==> src/rtl/xdreq_pkg.sv <==
package xdreq_pkg;

  // Outcome of decoding one sampled request.
  typedef enum logic [2:0] {
    DEC_IDLE,     // no strobe this cycle
    DEC_ISSUE,    // plain request, pulse the target channel
    DEC_DIRECT,   // combined-strobe request for the queued channel
    DEC_HOLD,     // strobe-only request parked behind a transfer-end flag
    DEC_BADMODE,  // illegal mode for channel 0, raise the address error
    DEC_BADSIZE,  // unsupported size for channel 0, silently dropped
    DEC_NOHIST,   // strobe-only with no remembered channel
    DEC_BLOCKED   // address error pending, request dropped
  } xdreq_dec_e;

endpackage

==> src/rtl/xdreq_flags.sv <==
module xdreq_flags #(
  parameter int NFL = 5
) (
  input  logic           clk,
  input  logic           rst_n,
  input  logic           rd,
  input  logic           wr,
  input  logic [NFL-1:0] wdata,
  input  logic [NFL-1:0] set_vec,
  output logic [NFL-1:0] flags,
  output logic [NFL-1:0] rdata
);

  // A bit is armed for clearing only after a read has returned it as 1.
  logic [NFL-1:0] arm;
  logic [NFL-1:0] clr;

  assign clr = wr ? (arm & ~wdata) : '0;

  always_ff @(posedge clk or negedge rst_n) begin
    if (!rst_n) begin
      flags <= '0;
      arm   <= '0;
      rdata <= '0;
    end else begin
      flags <= (flags & ~clr) | set_vec;
      if (wr)      arm <= '0;
      else if (rd) arm <= flags;
      if (rd)      rdata <= flags;
    end
  end

  // the error flag only falls after a write carrying 0 in that bit
  p_err_clear_by_write_r4: assert property (@(posedge clk) disable iff (!rst_n)
    $fell(flags[0]) |-> ($past(wr) && !$past(wdata[0])));

endmodule

==> src/rtl/xdreq_c2q.sv <==
module xdreq_c2q #(
  parameter int DEPTH = 4
) (
  input  logic clk,
  input  logic rst_n,
  input  logic push,
  input  logic ack,
  output logic full
);

  localparam int CW = $clog2(DEPTH + 1);

  logic [CW-1:0] count;
  logic          pop;

  assign pop  = ack && (count != '0);
  assign full = (count == CW'(DEPTH));

  always_ff @(posedge clk or negedge rst_n) begin
    if (!rst_n) begin
      count <= '0;
    end else begin
      case ({push, pop})
        2'b10:   count <= count + 1'b1;
        2'b01:   count <= count - 1'b1;
        default: count <= count;
      endcase
    end
  end

  // the queue never holds more than its depth
  p_no_overflow_r8: assert property (@(posedge clk) disable iff (!rst_n)
    count <= CW'(DEPTH));

  // the decoder never pushes into a full queue
  p_push_has_room_r8: assert property (@(posedge clk) disable iff (!rst_n)
    push |-> !full);

endmodule

==> src/rtl/xdreq_route.sv <==
module xdreq_route
  import xdreq_pkg::*;
#(
  parameter int ID_W      = 2,
  parameter int MD_W      = 2,
  parameter int SZ_W      = 3,
  parameter int DIRECT_CH = 2,
  parameter int HOLD_CH   = 0,
  parameter int BAD_SZ_A  = 5,
  parameter int BAD_SZ_B  = 6
) (
  input  logic                  clk,
  input  logic                  rst_n,
  input  logic                  req_strobe,
  input  logic                  bus_req,
  input  logic                  desc_valid,
  input  logic [ID_W-1:0]       desc_id,
  input  logic [MD_W-1:0]       desc_mode,
  input  logic [SZ_W-1:0]       desc_size,
  input  logic                  ae_flag,
  input  logic                  te_hold_flag,
  input  logic                  c2_full,
  output logic [(1<<ID_W)-1:0]  ch_req,
  output logic                  ae_set,
  output logic                  c2_push,
  output logic                  c2_refuse
);

  localparam int NCH = 1 << ID_W;
  localparam logic [ID_W-1:0] CH_DIRECT = ID_W'(DIRECT_CH);
  localparam logic [ID_W-1:0] CH_HOLD   = ID_W'(HOLD_CH);

  xdreq_dec_e      dec;
  logic [ID_W-1:0] tgt;
  logic            last_v;
  logic [ID_W-1:0] last_ch;
  logic            pend;
  logic            release_hold;
  logic            bad_size;

  assign bad_size = (desc_size == SZ_W'(BAD_SZ_A)) || (desc_size == SZ_W'(BAD_SZ_B));

  always_comb begin
    dec = DEC_IDLE;
    tgt = last_ch;
    if (req_strobe) begin
      if (ae_flag) begin
        dec = DEC_BLOCKED;
      end else if (desc_valid) begin
        tgt = desc_id;
        if (desc_id == CH_HOLD && desc_mode != '0)  dec = DEC_BADMODE;
        else if (desc_id == CH_HOLD && bad_size)    dec = DEC_BADSIZE;
        else                                        dec = DEC_ISSUE;
      end else if (!last_v) begin
        dec = DEC_NOHIST;
      end else begin
        dec = DEC_ISSUE;
      end
      if (dec == DEC_ISSUE) begin
        if (bus_req && tgt == CH_DIRECT)                  dec = DEC_DIRECT;
        else if (!desc_valid && tgt == CH_HOLD && te_hold_flag) dec = DEC_HOLD;
      end
    end
  end

  assign release_hold = !req_strobe && pend && !te_hold_flag && !ae_flag;
  assign ae_set       = (dec == DEC_BADMODE);
  assign c2_push      = (dec == DEC_DIRECT) && !c2_full;

  always_ff @(posedge clk or negedge rst_n) begin
    if (!rst_n) begin
      ch_req    <= '0;
      c2_refuse <= 1'b0;
      last_v    <= 1'b0;
      last_ch   <= '0;
      pend      <= 1'b0;
    end else begin
      ch_req    <= '0;
      c2_refuse <= 1'b0;
      case (dec)
        DEC_ISSUE:  ch_req[tgt] <= 1'b1;
        DEC_DIRECT: begin
          if (c2_full) c2_refuse   <= 1'b1;
          else         ch_req[tgt] <= 1'b1;
        end
        DEC_HOLD:   pend <= 1'b1;
        default: ;
      endcase
      if (release_hold) begin
        ch_req[CH_HOLD] <= 1'b1;
        pend            <= 1'b0;
      end
      if (desc_valid && (dec == DEC_ISSUE || dec == DEC_DIRECT)) begin
        last_v  <= 1'b1;
        last_ch <= desc_id;
      end
    end
  end

  // never more than one channel request in a cycle
  p_single_pulse_r13: assert property (@(posedge clk) disable iff (!rst_n)
    $onehot0(ch_req));

  // a refusal only follows a cycle in which the queue reported full
  p_refuse_when_full_r8: assert property (@(posedge clk) disable iff (!rst_n)
    c2_refuse |-> $past(c2_full));

  // a refused request never also pulses a channel
  p_refuse_no_pulse_r8: assert property (@(posedge clk) disable iff (!rst_n)
    c2_refuse |-> (ch_req == '0));

  initial begin
    assert (NCH >= 2 && DIRECT_CH < NCH && HOLD_CH < NCH)
      else $error("channel parameters out of range");
  end

endmodule

==> src/rtl/ext_dma_req_decoder.sv <==
module ext_dma_req_decoder #(
  parameter int ID_W      = 2,
  parameter int MD_W      = 2,
  parameter int SZ_W      = 3,
  parameter int Q_DEPTH   = 4,
  parameter int DIRECT_CH = 2,
  parameter int HOLD_CH   = 0,
  parameter int BAD_SZ_A  = 5,
  parameter int BAD_SZ_B  = 6
) (
  input  logic                         clk,
  input  logic                         rst_n,
  input  logic                         req_strobe,
  input  logic                         bus_req,
  input  logic                         desc_valid,
  input  logic [ID_W+MD_W+SZ_W-1:0]    desc_word,
  input  logic                         c2_ack,
  input  logic [(1<<ID_W)-1:0]         te_done,
  input  logic                         reg_rd,
  input  logic                         reg_wr,
  input  logic [(1<<ID_W):0]           reg_wdata,
  output logic [(1<<ID_W):0]           reg_rdata,
  output logic [(1<<ID_W)-1:0]         ch_req,
  output logic                         c2_full,
  output logic                         c2_refuse,
  output logic                         bus_avail
);

  localparam int NCH = 1 << ID_W;
  localparam int NFL = NCH + 1;

  logic [ID_W-1:0] d_id;
  logic [MD_W-1:0] d_mode;
  logic [SZ_W-1:0] d_size;
  logic [NFL-1:0]  flags;
  logic            ae_set;
  logic            c2_push;

  assign d_id   = desc_word[ID_W-1:0];
  assign d_mode = desc_word[ID_W+MD_W-1:ID_W];
  assign d_size = desc_word[ID_W+MD_W+SZ_W-1:ID_W+MD_W];

  xdreq_route #(
    .ID_W(ID_W), .MD_W(MD_W), .SZ_W(SZ_W),
    .DIRECT_CH(DIRECT_CH), .HOLD_CH(HOLD_CH),
    .BAD_SZ_A(BAD_SZ_A), .BAD_SZ_B(BAD_SZ_B)
  ) u_route (
    .clk          (clk),
    .rst_n        (rst_n),
    .req_strobe   (req_strobe),
    .bus_req      (bus_req),
    .desc_valid   (desc_valid),
    .desc_id      (d_id),
    .desc_mode    (d_mode),
    .desc_size    (d_size),
    .ae_flag      (flags[0]),
    .te_hold_flag (flags[HOLD_CH+1]),
    .c2_full      (c2_full),
    .ch_req       (ch_req),
    .ae_set       (ae_set),
    .c2_push      (c2_push),
    .c2_refuse    (c2_refuse)
  );

  xdreq_flags #(.NFL(NFL)) u_flags (
    .clk     (clk),
    .rst_n   (rst_n),
    .rd      (reg_rd),
    .wr      (reg_wr),
    .wdata   (reg_wdata),
    .set_vec ({te_done, ae_set}),
    .flags   (flags),
    .rdata   (reg_rdata)
  );

  xdreq_c2q #(.DEPTH(Q_DEPTH)) u_c2q (
    .clk   (clk),
    .rst_n (rst_n),
    .push  (c2_push),
    .ack   (c2_ack),
    .full  (c2_full)
  );

  // Bus-available answers a bare bus request only; with the transfer
  // strobe the bus-request pin is part of the direct-mode code.
  always_ff @(posedge clk or negedge rst_n) begin
    if (!rst_n) bus_avail <= 1'b0;
    else        bus_avail <= bus_req && !req_strobe;
  end

  // no channel is requested while the address error stands
  p_quiet_on_error_r3: assert property (@(posedge clk) disable iff (!rst_n)
    flags[0] |-> (ch_req == '0));

  // direct-mode requests never raise bus-available
  p_no_bavl_direct_r10: assert property (@(posedge clk) disable iff (!rst_n)
    (req_strobe && bus_req) |=> !bus_avail);

endmodule

==> config.mk <==
export PLATFORM = sky130hd
export DESIGN_NAME = ext_dma_req_decoder
export DESIGN_NICKNAME = d
export VERILOG_FILES = /design/src/rtl/xdreq_pkg.sv /design/src/rtl/xdreq_flags.sv /design/src/rtl/xdreq_c2q.sv /design/src/rtl/xdreq_route.sv /design/src/rtl/ext_dma_req_decoder.sv
export SDC_FILE = /design/constraint.sdc
export NUM_CORES = 1
export LEC_CHECK = 0
export BUFFER_PORTS_ARGS = -buffer_cell sky130_fd_sc_hd__buf_2
export CAP_MARGIN = 5
export CORE_MARGIN = 2
export CORE_UTILIZATION = 38
export CTS_CLUSTER_SIZE = 14
export DETAILED_ROUTE_END_ITERATION = 12
export PLACE_DENSITY = 0.67
export RECOVER_POWER = 100
export SLEW_MARGIN = 30
export SYNTH_ARGS = -nofsm -noshare
export SYNTH_HDL_FRONTEND = slang
export SYNTH_SLANG_ARGS = --single-unit
export TNS_END_PERCENT = 5
==> constraint.sdc <==
create_clock -name clk -period 3.85 [get_ports clk]
set_input_delay 0.385 -clock clk [delete_from_list [all_inputs] [get_ports clk]]
set_output_delay 0.385 -clock clk [all_outputs]
set_load 0.005 [all_outputs]
==> metrics <==
status completed; Core ar. ~0.0036 mm²; sequential area share after synthesis 0.497; Tot GR Track Use 0.145; initial antenna violation count 0; cell taking the most area after synthesis dfrtp_1; pin count of the biggest net entering global routing 29; Peak VDD IR between 0.2 and 0.25 mV; fin. max-slew vios 0; top post-synthesis cells by area dfrtp_1 (50%), mux2i_1 (4.3%), nand2b_1 (4.0%); Syn Nets ~150; post-synth top area share 0.497; flops & latches, synth 28; Distinct cells, synth between 40 and 50; Final Cell Area between 0.0015 and 0.002 mm²; ANT cells 0; DIE WIDTH ~65 µm; period utilisation layout 0.716; GPL Wtd Cong around 0.92; Synth Instances ~130; setup TNS 0 ns; grt total ovfl 0; vias ~1.1k; cts repair resizes 0; Sw Share 0.322; die area roughly 0.0042 mm²; Fill cells roughly 360; Critical Path Sink Type flop; Clock Sinks 28; Final Util 0.457; number of placed instances, taps included slightly above 200; IO Pins 36; Min Clock Period, post-route 2.76 ns; Detailed Place HPWL 2110 µm; asr flop ratio synth 1.00; Syn Area/Cell roughly 11 µm²; Sequential Power Share 0.452; nets around 190; Setup Fix Bufs, Post-CTS 0; share of cells above drive strength 1 0.222; per-cell routed wire length 13.2 µm; WL final approximately 2800 µm; Worst Skew between 0.007 and 0.008 ns; CP startpoint kind flop; Max-Cap Viols 0; DRC violation count after routing 0; clk slew on worst S/H paths approximately 0.10 ns; Final ANT Viol Nets 0; Fmax achieved ~0.36 GHz; worst slew pin tran between 1 and 1.5 ns; iteration count of the initial detailed-routing pass 4; Leak approximately 0.76 nW; unrepaired setup endpoints after global routing no; Worst slew margin 0.0361; Cell Int Power 0.624 mW; CTS tree built; switching power total 0.296 mW; Chip Height between 60 and 70 µm; Max FO, Critical Path 12; Post-Layout Cell Count 210; Syn Std Cell Area ~0.0014 mm²; Power Density ~560 mW/mm²; first-pass GRT wire length about 4800 µm; Longest Clk Path Bufs 2; Synth Warn # 0; Num CTS Buffers 3; crit path DAT between 2 and 3 ns; Initial Utilization 0.391; Clock Root Buffer clkbuf_8; input/output buffers 35; clock share of power 0.250; Post-DP Area between 0.0015 and 0.002 mm²; CP Class flop to flop; final setup margin approximately 1.1 ns; Final Power 0.921 mW; WHS about 0.29 ns; main flop type after synthesis dfrtp_1; # rows 22; H-Tree Depth 1; Final Hold Fails 0; DR iter-0 viols between 70 and 80; EDFF count, synth 0; pre-CTS WS roughly 1.3 ns; vias per cell approximately 5; worst endpoint required time between 4 and 5 ns; clock latency on the worst-skew pair 0.27 ns; Hold Crit Class input pin to flop; setup violators final 0; combinational share of power 0.298; vias in the first global route 1,059; P&R area growth vs syn 16.9%; Post-CTS Hold Buffers 0
==> area by class of cell <==
type	instances	area, µm²	share of cell area
Sequential cell	28	701	0.426
Timing Repair Buffer	35	164	0.0995
Tap cell	48	60.1	0.0365
Inverter	8	30.0	0.0182
Clock inverter	1	30.0	0.0182
Multi-Input combinational cell	87	621	0.377
Clock buffer	3	41.3	0.0251
==> final timing paths <==
path                                                to  slack [ns]                       start  cells past startpoint
max                         u_c2q.count[2]$_DFFE_PN0P_        1.09  u_flags.flags[0]$_DFF_PN0_                     11
min                         u_flags.flags[1]$_DFF_PN0_        0.29                  te_done[0]                      2
max reg2reg                 u_c2q.count[2]$_DFFE_PN0P_        1.09  u_flags.flags[0]$_DFF_PN0_                     11
min reg2reg                 u_flags.flags[4]$_DFF_PN0_        0.48  u_flags.flags[4]$_DFF_PN0_                      1
max in group asynchronous   u_flags.flags[0]$_DFF_PN0_        2.57                       rst_n                      1
min in group asynchronous  u_route.ch_req[3]$_DFF_PN0_        0.43                       rst_n                      1
==> worst max-delay path, stage by stage, from the launching register on <==
cell      delay [ns]
dfrtp_1         0.53
and2b_1         0.31
o21ai_0         0.12
a221oi_1        0.53
nor3b_2         0.10
nand2_1         0.08
ha_1            0.18
inv_1           0.06
fa_1            0.37
xor2_1          0.15
nor2_1          0.11
xor2_1          0.15
==> cells in the mapped netlist (2+ instances only) <==
cell type and n:
dfrtp_1 28, nand2_1 10, nand2b_1 9, inv_1 8, o21ai_0 8, a21oi_1 6, mux2i_1 6, nor2_1 5
a21o_1 4, nand3b_1 4, a22o_1 3, clkbuf_1 2, nand3_1 2, nor4b_1 2, xnor2_1 2, xor2_1 2
==> power by group through the flow <==
stage	Sequential, mW	Clock (mW)	Combinational (mW)
6_report	0.417	0.230	0.274
5_1_grt	0.427	0.249	0.312
4_1_cts	0.416	0.235	0.302
3_5_place_dp	0.420	0	0.298
3_3_place_gp	0.416	0	0.282
2_1_floorplan	0.396	0	0.237
==> registers in the layout, summed over array words and instances (netlist names) <==
signal / flops
u_route.last_v: 1
u_route.pend: 1
bus_avail: 1
u_route.c2_refuse: 1
u_c2q.count: 3
u_flags.arm: 5
u_flags.flags: 5
u_route.last_ch: 2
u_route.ch_req: 4
u_flags.rdata: 5
==> cells by family (layout without fill, tap and decap cells) <==
| kind of cell | Yosys count | count (layout) | synth area share |
|---|---|---|---|
| adder cells (fa/ha/maj) | 2 | 2 | 0.0231 |
| buffers and inverters | 12 | 47 | 0.0400 |
| AO/OA/AOI/OAI | 29 | 29 | 0.167 |
| XOR/XNOR | 4 | 4 | 0.0249 |
| AND/OR/NAND/NOR | 46 | 46 | 0.205 |
| multiplexers | 6 | 6 | 0.0426 |
| flip-flops | 28 | 28 | 0.497 |
==> per-layer routing <==
| layer | part of all wire | global-route usage |
|---|---|---|
| met1 | 0.45 | 0.191 |
| met2 | 0.48 | 0.240 |
| met3 | 0.067 | 0.0347 |
| met4 | 0.0014 | 0.0372 |
| met5 | 0 | 0 |
==> placed cells by master (no fill, tap or decap), types with 2 or more instances in the layout <==
master / instances
nor4b_1: 2
xor2_1: 2
a21o_1: 4
a22o_1: 3
buf_2: 26
nand3_1: 2
nand2_1: 10
nand3b_1: 4
mux2i_1: 6
clkbuf_8: 3
dfrtp_1: 28
a21oi_1: 6
nand2b_1: 9
nor2_1: 5
o21ai_0: 9
xnor2_1: 2
inv_1: 8
clkbuf_1: 9
No activity file was read; power rests on OpenSTA's default activity.
